==> config.mk <==
export PLATFORM = sky130hd
export DESIGN_NAME = lsreq_fsm
export DESIGN_NICKNAME = d
export VERILOG_FILES = /design/src/rtl/lsreq_pkg.sv /design/src/rtl/lsreq_cmd_hold.sv /design/src/rtl/lsreq_ctrl.sv /design/src/rtl/lsreq_rsp.sv /design/src/rtl/lsreq_fsm.sv
export SDC_FILE = /design/constraint.sdc
export NUM_CORES = 1
export LEC_CHECK = 0
export BUFFER_PORTS_ARGS = -buffer_cell sky130_fd_sc_hd__buf_4
export CAP_MARGIN = 30
export CORE_AREA = 3 3 144 146
export DETAILED_ROUTE_END_ITERATION = 16
export DIE_AREA = 0 0 147 149
export PLACE_DENSITY = 0.78
export SETUP_SLACK_MARGIN = 0.02
export SLEW_MARGIN = 5
export SYNTH_ARGS = -nofsm -noshare
export SYNTH_HDL_FRONTEND = slang
export SYNTH_SLANG_ARGS = --single-unit
==> constraint.sdc <==
create_clock -name clk -period 1.9 [get_ports clk]
set_input_delay 0.285 -clock clk [delete_from_list [all_inputs] [get_ports clk]]
set_output_delay 0.285 -clock clk [all_outputs]
set_load 0.005 [all_outputs]
==> src/rtl/lsreq_pkg.sv <==
package lsreq_pkg;

    localparam int LEN_W = 4;

    typedef enum logic [2:0] {
        S_IDLE     = 3'd0,
        S_ADDR     = 3'd1,
        S_ST_PULSE = 3'd2,
        S_ST_HOLD  = 3'd3,
        S_LD_WAIT  = 3'd4
    } lsreq_state_e;

    // transfer sizes the port understands: 1, 2, 4 or 8 bytes
    function automatic logic len_is_legal(input logic [LEN_W-1:0] len);
        logic ok;
        unique case (len)
            4'd1, 4'd2, 4'd4, 4'd8: ok = 1'b1;
            default:                ok = 1'b0;
        endcase
        return ok;
    endfunction

endpackage

==> src/rtl/lsreq_cmd_hold.sv <==
module lsreq_cmd_hold
    import lsreq_pkg::*;
#(
    parameter int ADDR_W = 48,
    parameter int DATA_W = 64
) (
    input  logic              clk,
    input  logic              rst_n,
    input  logic              load_i,
    input  logic              store_i,
    input  logic [ADDR_W-1:0] addr_i,
    input  logic [LEN_W-1:0]  len_i,
    input  logic [DATA_W-1:0] wdata_i,
    output logic              store_o,
    output logic [ADDR_W-1:0] addr_o,
    output logic [LEN_W-1:0]  len_o,
    output logic [DATA_W-1:0] wdata_o
);

    always_ff @(posedge clk or negedge rst_n) begin
        if (!rst_n) begin
            store_o <= 1'b0;
            addr_o  <= '0;
            len_o   <= '0;
            wdata_o <= '0;
        end else if (load_i) begin
            store_o <= store_i;
            addr_o  <= addr_i;
            len_o   <= len_i;
            wdata_o <= wdata_i;
        end
    end


    held_addr_stable_chk: assert property (@(posedge clk) disable iff (!rst_n)
        !$past(load_i) |-> $stable(addr_o) && $stable(len_o));

endmodule

==> src/rtl/lsreq_ctrl.sv <==
module lsreq_ctrl
    import lsreq_pkg::*;
(
    input  logic         clk,
    input  logic         rst_n,
    input  logic         abort_i,
    input  logic         cmd_valid_i,
    input  logic         len_ok_i,
    input  logic         is_store_i,
    input  logic         busy_i,
    input  logic         ack_i,
    input  logic         exc_i,
    input  logic         rdvld_i,
    output lsreq_state_e state_o,
    output logic         cmd_ready_o,
    output logic         take_o,
    output logic         ev_err_o,
    output logic         ev_ld_done_o,
    output logic         ev_st_done_o
);

    lsreq_state_e state_q, state_d;

    // state register
    always_ff @(posedge clk or negedge rst_n) begin
        if (!rst_n) state_q <= S_IDLE;
        else        state_q <= state_d;
    end

    // transitions
    always_comb begin
        state_d = state_q;
        unique case (state_q)
            S_IDLE: begin
                if (cmd_valid_i && !busy_i && len_ok_i) state_d = S_ADDR;
            end
            S_ADDR: begin
                if (exc_i)      state_d = S_IDLE;
                else if (ack_i) state_d = is_store_i ? S_ST_PULSE : S_LD_WAIT;
            end
            S_ST_PULSE: state_d = S_ST_HOLD;
            S_ST_HOLD: begin
                if (!busy_i) state_d = S_IDLE;
            end
            S_LD_WAIT: begin
                if (rdvld_i) state_d = S_IDLE;
            end
            default: state_d = S_IDLE;
        endcase
        if (abort_i) state_d = S_IDLE;
    end

    // outputs
    always_comb begin
        cmd_ready_o  = (state_q == S_IDLE) && !busy_i && !abort_i;
        take_o       = cmd_ready_o && cmd_valid_i;
        ev_err_o     = !abort_i && (((state_q == S_ADDR) && exc_i) ||
                                    (take_o && !len_ok_i));
        ev_ld_done_o = !abort_i && (state_q == S_LD_WAIT) && rdvld_i;
        ev_st_done_o = !abort_i && (state_q == S_ST_PULSE);
    end

    assign state_o = state_q;


    pulse_after_ack_chk: assert property (@(posedge clk) disable iff (!rst_n)
        (state_q == S_ST_PULSE) |-> $past(ack_i) && !$past(abort_i));


    pulse_single_chk: assert property (@(posedge clk) disable iff (!rst_n)
        (state_q == S_ST_PULSE) |=> (state_q != S_ST_PULSE));


    start_needs_idle_bus_chk: assert property (@(posedge clk) disable iff (!rst_n)
        (state_q == S_ADDR) && $past(state_q == S_IDLE) |-> $past(cmd_valid_i && !busy_i));


    hold_until_bus_free_chk: assert property (@(posedge clk) disable iff (!rst_n)
        $past(state_q == S_ST_HOLD) && $past(busy_i) && !$past(abort_i) |-> (state_q == S_ST_HOLD));

endmodule

==> src/rtl/lsreq_rsp.sv <==
module lsreq_rsp #(
    parameter int DATA_W = 64
) (
    input  logic              clk,
    input  logic              rst_n,
    input  logic              ev_err_i,
    input  logic              ev_ld_done_i,
    input  logic              ev_st_done_i,
    input  logic [DATA_W-1:0] rdata_i,
    output logic              valid_o,
    output logic              error_o,
    output logic [DATA_W-1:0] rdata_o
);

    always_ff @(posedge clk or negedge rst_n) begin
        if (!rst_n) begin
            valid_o <= 1'b0;
            error_o <= 1'b0;
            rdata_o <= '0;
        end else begin
            valid_o <= ev_err_i || ev_ld_done_i || ev_st_done_i;
            error_o <= ev_err_i;
            rdata_o <= ev_ld_done_i ? rdata_i : '0;
        end
    end


    rsp_strobe_chk: assert property (@(posedge clk) disable iff (!rst_n)
        error_o |-> valid_o);


    rsp_data_quiet_chk: assert property (@(posedge clk) disable iff (!rst_n)
        !$past(ev_ld_done_i) |-> (rdata_o == '0));

endmodule

==> src/rtl/lsreq_fsm.sv <==
module lsreq_fsm
    import lsreq_pkg::*;
#(
    parameter int ADDR_W = 48,
    parameter int DATA_W = 64
) (
    input  logic              clk,
    input  logic              rst_n,
    input  logic              abort_i,
    input  logic              cmd_valid_i,
    output logic              cmd_ready_o,
    input  logic              cmd_store_i,
    input  logic [ADDR_W-1:0] cmd_addr_i,
    input  logic [3:0]        cmd_len_i,
    input  logic [DATA_W-1:0] cmd_wdata_i,
    output logic              rsp_valid_o,
    output logic              rsp_error_o,
    output logic [DATA_W-1:0] rsp_rdata_o,
    output logic              port_ld_o,
    output logic              port_st_o,
    output logic [3:0]        port_len_o,
    output logic [ADDR_W-1:0] port_addr_o,
    output logic              port_addr_vld_o,
    output logic [DATA_W-1:0] port_wdata_o,
    output logic              port_wdata_vld_o,
    input  logic              port_busy_i,
    input  logic              port_addr_ack_i,
    input  logic              port_addr_exc_i,
    input  logic [DATA_W-1:0] port_rdata_i,
    input  logic              port_rdata_vld_i
);

    lsreq_state_e      st_q;
    logic              take, len_ok;
    logic              ev_err, ev_ld_done, ev_st_done;
    logic              h_store;
    logic [ADDR_W-1:0] h_addr;
    logic [LEN_W-1:0]  h_len;
    logic [DATA_W-1:0] h_wdata;
    logic              active;

    assign len_ok = len_is_legal(cmd_len_i);

    lsreq_cmd_hold #(.ADDR_W(ADDR_W), .DATA_W(DATA_W)) u_hold (
        .clk     (clk),
        .rst_n   (rst_n),
        .load_i  (take && len_ok),
        .store_i (cmd_store_i),
        .addr_i  (cmd_addr_i),
        .len_i   (cmd_len_i),
        .wdata_i (cmd_wdata_i),
        .store_o (h_store),
        .addr_o  (h_addr),
        .len_o   (h_len),
        .wdata_o (h_wdata)
    );

    lsreq_ctrl u_ctrl (
        .clk          (clk),
        .rst_n        (rst_n),
        .abort_i      (abort_i),
        .cmd_valid_i  (cmd_valid_i),
        .len_ok_i     (len_ok),
        .is_store_i   (h_store),
        .busy_i       (port_busy_i),
        .ack_i        (port_addr_ack_i),
        .exc_i        (port_addr_exc_i),
        .rdvld_i      (port_rdata_vld_i),
        .state_o      (st_q),
        .cmd_ready_o  (cmd_ready_o),
        .take_o       (take),
        .ev_err_o     (ev_err),
        .ev_ld_done_o (ev_ld_done),
        .ev_st_done_o (ev_st_done)
    );

    lsreq_rsp #(.DATA_W(DATA_W)) u_rsp (
        .clk          (clk),
        .rst_n        (rst_n),
        .ev_err_i     (ev_err),
        .ev_ld_done_i (ev_ld_done),
        .ev_st_done_i (ev_st_done),
        .rdata_i      (port_rdata_i),
        .valid_o      (rsp_valid_o),
        .error_o      (rsp_error_o),
        .rdata_o      (rsp_rdata_o)
    );

    // port-side decode from the state and the held command
    always_comb begin
        active           = (st_q != S_IDLE);
        port_ld_o        = active && !h_store;
        port_st_o        = active && h_store;
        port_addr_vld_o  = active;
        port_addr_o      = active ? h_addr : '0;
        port_len_o       = active ? h_len  : '0;
        port_wdata_vld_o = (st_q == S_ST_PULSE);
        port_wdata_o     = port_wdata_vld_o ? h_wdata : '0;
    end


    addr_steady_chk: assert property (@(posedge clk) disable iff (!rst_n)
        port_addr_vld_o && $past(port_addr_vld_o) |-> $stable(port_addr_o) && $stable(port_len_o));


    abort_quiet_chk: assert property (@(posedge clk) disable iff (!rst_n)
        $past(abort_i) |-> !port_addr_vld_o && !port_ld_o && !port_st_o && !rsp_valid_o);


    exc_ends_chk: assert property (@(posedge clk) disable iff (!rst_n)
        $past(st_q == S_ADDR && port_addr_exc_i && !abort_i) |-> rsp_valid_o && rsp_error_o && !port_addr_vld_o && !port_wdata_vld_o);


    one_line_chk: assert property (@(posedge clk) disable iff (!rst_n)
        port_addr_vld_o |-> $countones({port_ld_o, port_st_o}) == 1);


    bad_len_no_port_chk: assert property (@(posedge clk) disable iff (!rst_n)
        $past(take && !len_is_legal(cmd_len_i)) |-> !port_addr_vld_o && rsp_error_o);

endmodule

* Yosys cells after proc, flatten, opt, wreduce, memory -nomap -nowiden
Index checks and enable logic that the tools add are counted.
Word-level totals: input port bits 189, bits in latches 0, memories kept 0, output and inout port bits 187, memory bits (writable) 0, bits in read-only memories 0, word-level logic and storage cells 58, register bits 186
Operators by class: reductions and logical operators 25, div/mod/pow operators 0, mux-type cells 13, shift operators 0, add/subtract/negate cells 0, bitwise logic cells 0, magnitude comparators 0, multiply operators 0, equal/unequal tests 12
Operator list (count):
- 64-bit 2-to-1 mux | 2
- 48-bit 2-to-1 mux | 1
- 3-bit 2-to-1 mux | 7
- 3-bit one-hot mux with 5 select lines | 1
- 1-bit logical AND | 14
- 3-bit by 2-bit == test with 1-bit output (second input constant) | 2
- 3-bit inequality test (second input constant) | 2
- 4-bit by 1-bit == test with 1-bit output (second input constant) | 1
- 4-bit by 2-bit == test with 1-bit output (second input constant) | 1
- 4-bit by 3-bit == test with 1-bit output (second input constant) | 1
- 4-bit == test (second input constant) | 1
- 1-bit logical NOT | 4
- 4-bit 2-to-1 mux | 1
- 4-bit inequality test (second input constant) | 1
- 4-bit AND reduction | 1
- 4-bit OR reduction | 1
- 3-bit by 1-bit == test with 1-bit output (second input constant) | 1
- 3-bit == test (second input constant) | 1
- 3-bit logical NOT | 1
- 1-bit logical OR | 3
- 3-bit by 2-bit inequality test with 1-bit output (second input constant) | 1
- 3-bit nonzero test | 1
- 1-bit 2-to-1 mux | 1

* Logic depth before layout (Yosys ltp)
Gate-level depths: netlist (run 1).
depth after elaboration 9, gate-level depth with buffers 8

* Cells and area by module
Synthesis (run 1) repeated with hierarchy kept, for this count alone.
Unflattened totals: cell total of the unflattened synthesis 556, area, all modules 7703.6 µm²
Modules (own cells, without submodules):
- lsreq_cmd_hold | area each 4454.3 µm², cells an instance 247, times used 1
- lsreq_rsp | area each 2098.3 µm², cells an instance 138, times used 1
- lsreq_fsm | area each 910.9 µm², cells an instance 141, times used 1
- lsreq_ctrl | area each 240.2 µm², cells an instance 30, times used 1

* Worst setup path after synthesis (run 1)
No wires, ideal clock.
path kind flip-flop to flip-flop, start reg u_ctrl.state_q[2], in the netlist u_ctrl.state_o[2], end reg u_hold.wdata_o[31], data arrival time 1991 ps, setup time 125 ps, stages on the path, launching flop included 9, path buffers 4, slack -216 ps, cells stage by stage dfrtp_1 -> buf_6 -> or4b_1 -> nor3_2 -> and2b_1 -> buf_6 -> buf_8 -> buf_12 -> mux2_4
On the way: longest elaborated chain between the ends 5
Ends and longest elaborated chain:
- start: declaration | RTL line lsreq_ctrl.sv:22 | lsreq_state_e state_q, state_d;
- start signal: assignment | RTL line lsreq_ctrl.sv:27 | else state_q <= state_d;
- 3-bit logical NOT | RTL line lsreq_ctrl.sv:55 | cmd_ready_o = (state_q == S_IDLE) && !busy_i && !abort_i;
- 1-bit logical AND (2 in series) | RTL line lsreq_ctrl.sv:55
- 1-bit logical AND | RTL line lsreq_ctrl.sv:56 | take_o = cmd_ready_o && cmd_valid_i;
- 1-bit logical AND | RTL line lsreq_fsm.sv:47 | .load_i (take && len_ok),
- end signal: assignment | RTL line lsreq_cmd_hold.sv:30 | wdata_o <= wdata_i;
- end: declaration | RTL line lsreq_cmd_hold.sv:17 | output logic [DATA_W-1:0] wdata_o
No other way between the ends. A chain may end at the register's enable or synchronous reset.

* Worst setup path in the final report (run 1)
start reg u_ctrl.state_q[2], in the netlist u_ctrl.state_o[2], end reg u_hold.wdata_o[10]
Same word-level chain as after synthesis.

==> impl_metrics.prom, run 1 <==
# TYPE chip_impl_metric gauge
chip_impl_info{name="status",value="finished with violations"} 1
chip_impl_info{name="failed_checks",value="negative setup slack"} 1
chip_impl_metric{name="dieHeight",unit="um"} 149
chip_impl_metric{name="cts_inserted_buffers",unit=""} 17
chip_impl_metric{name="overflow",unit=""} 0
chip_impl_metric{name="gr_usage_total",unit="%"} 20.1
chip_impl_metric{name="antenna_left",unit=""} 0
chip_impl_metric{name="postSynth.asyncResetShare",unit="%"} 100
chip_impl_metric{name="final_critical_period",unit="ps"} 2150
chip_impl_metric{name="netlist_area_before_placement",unit="sq um"} 7670
chip_impl_info{name="timing_worst_setup_path_type",value="reg -> reg"} 1
chip_impl_metric{name="hold-path-cell-count",unit=""} 2
chip_impl_metric{name="detailedPlace.worstSlack",unit="ps"} -245
chip_impl_metric{name="global_route_wire_length_before_repair",unit="um"} 33900
chip_impl_metric{name="power.switching_fraction",unit="%"} 24.7
chip_impl_metric{name="placedCellCount",unit=""} 1179
chip_impl_metric{name="number_of_cells_on_the_worst_reg_to_reg_path",unit=""} 6
chip_impl_metric{name="finish.cell_count_without_fillers",unit=""} 1244
chip_impl_metric{name="clk_pin_slew",unit="ps"} 80
chip_impl_metric{name="worstSkewPairLatency",unit="ps"} 430
chip_impl_metric{name="setup-violations-final",unit=""} 237
chip_impl_metric{name="dr.first_iter.drc_count",unit=""} 162
chip_impl_metric{name="max_slew_margin",unit="%"} 74.8
chip_impl_metric{name="drive_gt1_share",unit="%"} 66.6
chip_impl_metric{name="yosysUniqueCellTypes",unit=""} 29
chip_impl_metric{name="switching_power",unit="mW"} 2.62
chip_impl_metric{name="yosysWarnings",unit=""} 0
chip_impl_metric{name="vdd_drop_max",unit="mV"} 0.593
chip_impl_metric{name="powerDensity",unit="nW/um^2"} 835
chip_impl_metric{name="max_cap_violations",unit=""} 0
chip_impl_info{name="timing.critical_path.to_type",value="flop"} 1
chip_impl_metric{name="detailed_routed_wire_length_on_met3",unit="um"} 1940
chip_impl_info{name="hold_path.startpoint",value="port_rdata_i[24]"} 1
chip_impl_metric{name="drv_slew",unit=""} 0
chip_impl_metric{name="htree_levels",unit=""} 4
chip_impl_metric{name="drt_pass1_iterations",unit=""} 4
chip_impl_info{name="most_common_flop_cell_mapped_by_yosys",value="sky130_fd_sc_hd__dfrtp_1"} 1
chip_impl_metric{name="place.port_buffers",unit=""} 375
chip_impl_info{name="synthTopCellsByCount",value="sky130_fd_sc_hd__dfrtp_1 (186), sky130_fd_sc_hd__and2_1 (128), sky130_fd_sc_hd__mux2_2 (87)"} 1
chip_impl_metric{name="mappedNetlistNets",unit=""} 742
chip_impl_info{name="post_synth_top_area_cell",value="sky130_fd_sc_hd__dfrtp_1"} 1
chip_impl_metric{name="syn_avg_cell_area",unit="sq um"} 13.9
chip_impl_info{name="cp-start-kind",value="flop"} 1
chip_impl_info{name="hp-class",value="in -> reg"} 1
chip_impl_metric{name="yosys_register_bits",unit=""} 186
chip_impl_metric{name="synth_edf_count",unit=""} 0
chip_impl_metric{name="cellInternalPower",unit="mW"} 8.00
chip_impl_info{name="cp_startpoint",value="u_ctrl.state_o[2]$_DFFE_PN0P_"} 1
chip_impl_metric{name="clock-sinks",unit=""} 186
chip_impl_metric{name="cp.arrival",unit="ps"} 2460
chip_impl_metric{name="fmax",unit="MHz"} 465
chip_impl_metric{name="synthCells",unit=""} 553
chip_impl_metric{name="gpl.final_weighted_congestion",unit=""} 0.755
chip_impl_metric{name="pin_count_of_the_biggest_net_entering_global_routing",unit=""} 65
chip_impl_metric{name="placement_rows",unit=""} 51
chip_impl_metric{name="n_antenna_cell",unit=""} 0
chip_impl_metric{name="die_area",unit="sq um"} 21900
chip_impl_metric{name="worst_margin_slew",unit="ps"} 379
chip_impl_metric{name="yosysTopAreaCellShare",unit="%"} 60.7
chip_impl_metric{name="max-clock-path-buffers",unit=""} 2
chip_impl_info{name="synth.top_cells.by_area",value="sky130_fd_sc_hd__dfrtp_1 (61%), sky130_fd_sc_hd__mux2_2 (13%), sky130_fd_sc_hd__and2_1 (10%), sky130_fd_sc_hd__mux2_4 (5.9%), sky130_fd_sc_hd__nor2b_1 (4.3%)"} 1
chip_impl_metric{name="first_global_vias",unit=""} 6023
chip_impl_info{name="unrepaired_setup_endpoints_after_global_routing",value="true"} 1
chip_impl_metric{name="static-leakage-power",unit="nW"} 6.38
chip_impl_info{name="synth_most_common_cell",value="sky130_fd_sc_hd__dfrtp_1"} 1
chip_impl_info{name="master_cell_of_the_clock_root_buffer",value="sky130_fd_sc_hd__clkbuf_16"} 1
chip_impl_metric{name="met1Wirelength",unit="um"} 9380
chip_impl_metric{name="fraction_of_power_consumed_by_the_clock_network",unit="%"} 35.9
chip_impl_metric{name="synth-seq-area-share",unit="%"} 60.7
chip_impl_metric{name="setup_slack",unit="ps"} -248
chip_impl_metric{name="wl_met2",unit="um"} 12800
chip_impl_metric{name="power_frac_comb",unit="%"} 15.9
chip_impl_metric{name="seq_power_share",unit="%"} 48.3
chip_impl_info{name="tritoncts",value="done"} 1
chip_impl_metric{name="max_fanout_on_critical_path",unit=""} 21
chip_impl_metric{name="fin_clk_skew",unit="ps"} 12.6
chip_impl_metric{name="ioPinCount",unit=""} 376
chip_impl_metric{name="detailed_place_hpwl",unit="um"} 15800
chip_impl_metric{name="die_x",unit="um"} 147
chip_impl_metric{name="critPathRequiredTime",unit="ps"} 2210
chip_impl_metric{name="postLayoutCoreUtil",unit="%"} 65.1
chip_impl_metric{name="hold_viol",unit=""} 0
chip_impl_metric{name="core-area",unit="sq um"} 19500
chip_impl_metric{name="per_cell_routed_wire_length",unit="um"} 19.8
chip_impl_metric{name="post_drt_via_cell_ratio",unit=""} 4.69
chip_impl_metric{name="antenna_found_initial",unit=""} 0
chip_impl_metric{name="route.final.wire_length",unit="um"} 24600
chip_impl_metric{name="initial_core_util",unit="%"} 39.3
chip_impl_metric{name="final.period_utilization",unit="%"} 113
chip_impl_info{name="critical_register_to_register_path_startpoint",value="u_ctrl.state_o[2]$_DFFE_PN0P_"} 1
chip_impl_metric{name="drcViolationCount",unit=""} 0
chip_impl_metric{name="detailroute.via_count",unit=""} 5838
chip_impl_metric{name="area_growth_syn_to_layout",unit="%"} 65.8
chip_impl_metric{name="nNetsFinal",unit=""} 1155
chip_impl_info{name="top_layer",value="met4"} 1
## cell families after synthesis
family,Yosys count,synth area share (%)
AND/OR/NAND/NOR,203,16.5
XOR/XNOR,1,0.114
multiplexers,117,18.6
buffers and inverters,37,3.18
AO/OA/AOI/OAI,9,0.816
flip-flops,186,60.7
## critical path, cell delays in order, from the launching register on
cell and delay (ps):
sky130_fd_sc_hd__dfrtp_1 400, sky130_fd_sc_hd__or4b_4 580, sky130_fd_sc_hd__nor3_4 140, sky130_fd_sc_hd__and2b_4 220, sky130_fd_sc_hd__buf_12 150, sky130_fd_sc_hd__buf_12 170
sky130_fd_sc_hd__mux2_2 360
## power by group through the flow
stage	Sequential [mW]	Clock [mW]	Combinational (mW)
floorplan	4.99	0	0.921
global placement	5.09	0	1.42
detailed placement	5.13	0	1.48
CTS	5.06	3.89	1.50
global route	5.21	4.09	1.81
finish	5.13	3.81	1.69
## worst paths after layout
| kind | end | slack, ps |
|---|---|---|
| max in group asynchronous | u_hold.wdata_o[61]$_DFFE_PN0P_ | 830 |
| worst max register to register | u_hold.wdata_o[10]$_DFFE_PN0P_ | -250 |
| worst min register to register | u_hold.addr_o[23]$_DFFE_PN0P_ | 500 |
| min in group asynchronous | u_hold.wdata_o[8]$_DFFE_PN0P_ | 360 |
| worst min-delay path | u_rsp.rdata_o[24]$_DFF_PN0_ | 50 |
| worst max-delay path | u_hold.wdata_o[10]$_DFFE_PN0P_ | -250 |
## through the flow
stage	setup TNS [ps]	cell area [sq um]	total power [mW]	hold WS, ps
floorplan	-15870	7670	5.91	-10.6
global route	-60370	12700	11.1	33.6
CTS	-49440	11900	10.5	37.1
global placement	-20470	10900	6.51	239
finish	-44390	12700	10.6	54.0
detailed placement	-24420	10900	6.61	235
## sequential cells by signal, indices dropped and copies added (netlist names)
register	flops
u_ctrl.state_o	3
u_hold.addr_o	48
u_hold.len_o	4
u_hold.store_o	1
u_hold.wdata_o	64
u_rsp.error_o	1
u_rsp.rdata_o	64
u_rsp.valid_o	1
## cell type report
type                       count  area, sq um
inverter                       3         11.3
sequential                   186         4650
timing repair buffer         428         3920
clock inverter                14          208
tap                          265          332
clock buffer                  18          439
multi-input combinational    330         3150
fill                        1477         6810
## placed cells by master (no fill, tap or decap), drive strengths merged
master / count
nor2: 7
nor3: 4
a21o: 1
nor2b: 53
bufinv: 2
and2: 128
inv: 8
a31oi: 1
or4b: 1
o21ai: 1
dlygate4sd3: 1
buf: 418
clkinv: 7
xor2: 1
a21oi: 2
nand2b: 1
a41oi: 2
mux2: 117
nand3b: 2
a211oi: 1
dfrtp: 186
nand2: 1
nor4b: 4
and2b: 1
nor3b: 1
o32ai: 1
clkbuf: 27
## layer usage
layer / up-vias / track usage [%]
li1: 2646 / -
met1: 2912 / 23.3
met2: 251 / 35.3
met3: 29 / 6.78
met4: 0 / 6.20
met5: - / 0
## what timing repair did
action,4_1_cts,5_1_grt
cloned,4,12
pin swaps,15,33
resized for setup,39,160
hold buffers,1,0
setup endpoints to repair,237,238
hold endpoints to repair,35,0
buffers inserted,8,10
No activity file was read; power rests on OpenSTA's default activity.
==> run 2, diff against run 1 <==
PLACE_DENSITY = unset   (was 0.78)
PLACE_DENSITY_LB_ADDON = 0.05   (was unset)
==> run 2 against run 1 <==
  * The run still ends with negative setup slack left
  * Utilization fell by 1.6 points
  * Maximum frequency up 1.6%
  * Non-clock buffer count is 5 lower
  * Sequential power down 1%
  * Combinational power is 3% lower
  * Cell area down 2.5%
  * Register-to-register slack better by 30 ps
  * First-iteration DRC count grew 22%
  * Largest cell class unchanged
  * Highest routed layer unchanged
==> impl_metrics.prom, run 2 (same netlist as run 1, synthesis figures left out) <==
# TYPE chip_impl_metric gauge
chip_impl_info{name="status",value="finished with violations"} 1
chip_impl_info{name="failed_checks",value="negative setup slack"} 1
chip_impl_info{name="critical_path_cell_by_cell",value="or4b_4 -> nor3_4 -> and2b_4 -> buf_4 -> clkbuf_16 -> mux2_2"} 1
chip_impl_metric{name="placement_rows",unit=""} 51
chip_impl_metric{name="die_area",unit="sq um"} 21900
chip_impl_metric{name="drive_gt1_share",unit="%"} 64.0
chip_impl_metric{name="worst_margin_slew",unit="ps"} 506
chip_impl_metric{name="clk_pin_slew",unit="ps"} 70
chip_impl_info{name="largest_registers",value="u_hold.wdata_o x64, u_rsp.rdata_o x64, u_hold.addr_o x48"} 1
chip_impl_metric{name="global_route_wire_length_before_repair",unit="um"} 35600
chip_impl_metric{name="core-area",unit="sq um"} 19500
chip_impl_metric{name="setup-violations-final",unit=""} 238
chip_impl_metric{name="clock-sinks",unit=""} 186
chip_impl_metric{name="cts_inserted_buffers",unit=""} 17
chip_impl_metric{name="route.final.wire_length",unit="um"} 24100
chip_impl_metric{name="final.period_utilization",unit="%"} 111
chip_impl_metric{name="antenna_left",unit=""} 0
chip_impl_metric{name="place.port_buffers",unit=""} 375
chip_impl_metric{name="timing.critical_path.slowest_cell_delay",unit="ps"} 570
chip_impl_info{name="cp_slowest_cell",value="sky130_fd_sc_hd__or4b_4"} 1
chip_impl_metric{name="fmax",unit="MHz"} 473
chip_impl_metric{name="htree_levels",unit=""} 4
chip_impl_metric{name="drt_pass1_iterations",unit=""} 4
chip_impl_metric{name="nNetsFinal",unit=""} 1150
chip_impl_metric{name="per_cell_routed_wire_length",unit="um"} 19.4
chip_impl_metric{name="max_fanout_on_critical_path",unit=""} 10
chip_impl_metric{name="drv_slew",unit=""} 0
chip_impl_metric{name="critPathRequiredTime",unit="ps"} 2210
chip_impl_metric{name="postLayoutCoreUtil",unit="%"} 63.5
chip_impl_info{name="layout.cells.most_common_list",value="sky130_fd_sc_hd__buf_4 (345), sky130_fd_sc_hd__dfrtp_1 (185), sky130_fd_sc_hd__and2_1 (96), sky130_fd_sc_hd__mux2_2 (71), sky130_fd_sc_hd__buf_6 (48)"} 1
chip_impl_info{name="master_cell_of_the_clock_root_buffer",value="sky130_fd_sc_hd__clkbuf_16"} 1
chip_impl_metric{name="final-seq-area",unit="sq um"} 4660
chip_impl_metric{name="max_cap_violations",unit=""} 0
chip_impl_info{name="hp-class",value="in -> reg"} 1
chip_impl_metric{name="detailed_place_hpwl",unit="um"} 16700
chip_impl_metric{name="worstSkewPairLatency",unit="ps"} 420
chip_impl_metric{name="pin_count_of_the_biggest_net_entering_global_routing",unit=""} 65
chip_impl_metric{name="setup_slack",unit="ps"} -214
chip_impl_info{name="timing.critical_path.to_type",value="flop"} 1
chip_impl_metric{name="fin_clk_skew",unit="ps"} 8.77
chip_impl_metric{name="max-clock-path-buffers",unit=""} 2
chip_impl_info{name="final_common_cell",value="sky130_fd_sc_hd__buf_4"} 1
chip_impl_metric{name="drcViolationCount",unit=""} 0
chip_impl_metric{name="total_cell_area_at_the_placement_stage",unit="sq um"} 10900
chip_impl_metric{name="fillerInstances",unit=""} 1596
chip_impl_metric{name="final_critical_period",unit="ps"} 2110
chip_impl_metric{name="initial_core_util",unit="%"} 39.3
chip_impl_metric{name="n_antenna_cell",unit=""} 0
chip_impl_metric{name="dr.first_iter.drc_count",unit=""} 197
chip_impl_metric{name="vdd_drop_max",unit="mV"} 0.632
chip_impl_metric{name="cp.arrival",unit="ps"} 2420
chip_impl_metric{name="first_global_vias",unit=""} 6290
chip_impl_metric{name="dieHeight",unit="um"} 149
chip_impl_metric{name="post_drt_via_cell_ratio",unit=""} 4.64
chip_impl_metric{name="tns",unit="ps"} -36000
chip_impl_metric{name="multi_input_area",unit="sq um"} 3050
chip_impl_info{name="cp-start-kind",value="flop"} 1
chip_impl_metric{name="detailroute.via_count",unit=""} 5746
chip_impl_metric{name="static-leakage-power",unit="nW"} 6.23
chip_impl_metric{name="stdcell_area",unit="sq um"} 12400
chip_impl_metric{name="die_x",unit="um"} 147
chip_impl_metric{name="gpl.final_weighted_congestion",unit=""} 0.797
chip_impl_info{name="unrepaired_setup_endpoints_after_global_routing",value="true"} 1
chip_impl_metric{name="powerDensity",unit="nW/um^2"} 815
chip_impl_metric{name="ioPinCount",unit=""} 376
chip_impl_metric{name="gr_usage_total",unit="%"} 21.2
chip_impl_metric{name="overflow",unit=""} 0
chip_impl_info{name="timing_worst_setup_path_type",value="reg -> reg"} 1
chip_impl_metric{name="max_slew_margin",unit="%"} 66.2
chip_impl_metric{name="area_growth_syn_to_layout",unit="%"} 61.7
chip_impl_metric{name="antenna_found_initial",unit=""} 0
chip_impl_info{name="tritoncts",value="done"} 1
chip_impl_metric{name="hold_viol",unit=""} 0
run 2: cell count changes in the layout (fill, tap and decap cells not counted), sizes merged:
cell / change
inv: -1
clkinv: -4
buf: -2
clkbuf: -1
clkinvlp: +3
bufinv: -1
run 2: routing by layer:
layer / global-route usage [%] / wire length (um) / share of wire (%) / up-vias
li1: - / - / - / 2625
met1: 23.4 / 8730 / 36 / 2863
met2: 37.7 / 12800 / 53 / 231
met3: 7.81 / 1960 / 8.1 / 27
met4: 7.36 / 552 / 2.3 / 0
met5: 0 / 0 / 0 / -
run 2: where the power goes:
group          total, mW  leakage, nW  internal, mW  switching (mW)
Sequential          5.08         2.40          4.70           0.376
Combinational       1.64         3.56          1.19           0.446
Clock               3.40        0.264          1.86            1.54
run 2: timing repair:
action | 4_1_cts | 5_1_grt
pin swaps | 3 | 32
endpoints found under the setup margin | 237 | 238
resized for setup | 60 | 71
setup buffers | 11 | 3
hold buffers | 1 | 0
gates cloned | 7 | 5
endpoints found under the hold margin | 52 | 0
run 2: critical path: cells and delay by family (launching register included):
| family | cells | cell delay [ps] |
|---|---|---|
| flops | 1 | 400 |
| mux | 1 | 330 |
| simple gates | 3 | 950 |
| buf+inv | 2 | 330 |
run 2: layout make-up:
type,instances,area share [%]
sequential,186,37.5
tap,265,2.67
clock buffer,20,3.60
clock inverter,11,0.888
inverter,3,0.0908
multi-input combinational,330,24.6
timing repair buffer,423,30.6
run 2: through the flow:
step / power (mW) / setup slack (ps) / cells / hold WS (ps)
6_report: 10.1 / -214 / 1238 / 69.8
5_1_grt: 10.6 / -283 / 1238 / 45.6
4_1_cts: 10.2 / -229 / 1231 / 48.0
3_5_place_dp: 6.61 / -217 / 1181 / 300
3_3_place_gp: 6.50 / -171 / 1181 / 293
2_1_floorplan: 5.91 / -199 / 553 / -10.6
run 2: worst paths after layout:
kind                                          startpoint                             end  slack (ps)  cells past startpoint
max reg2reg                u_ctrl.state_o[2]$_DFFE_PN0P_   u_hold.addr_o[39]$_DFFE_PN0P_        -210                      6
max                        u_ctrl.state_o[2]$_DFFE_PN0P_   u_hold.addr_o[39]$_DFFE_PN0P_        -210                      6
min                                      port_rdata_i[0]      u_rsp.rdata_o[0]$_DFF_PN0_          70                      2
min in group asynchronous                          rst_n  u_hold.wdata_o[45]$_DFFE_PN0P_         400                      2
min reg2reg                u_hold.wdata_o[9]$_DFFE_PN0P_   u_hold.wdata_o[9]$_DFFE_PN0P_         500                      1
max in group asynchronous                          rst_n   u_hold.addr_o[28]$_DFFE_PN0P_         770                      3
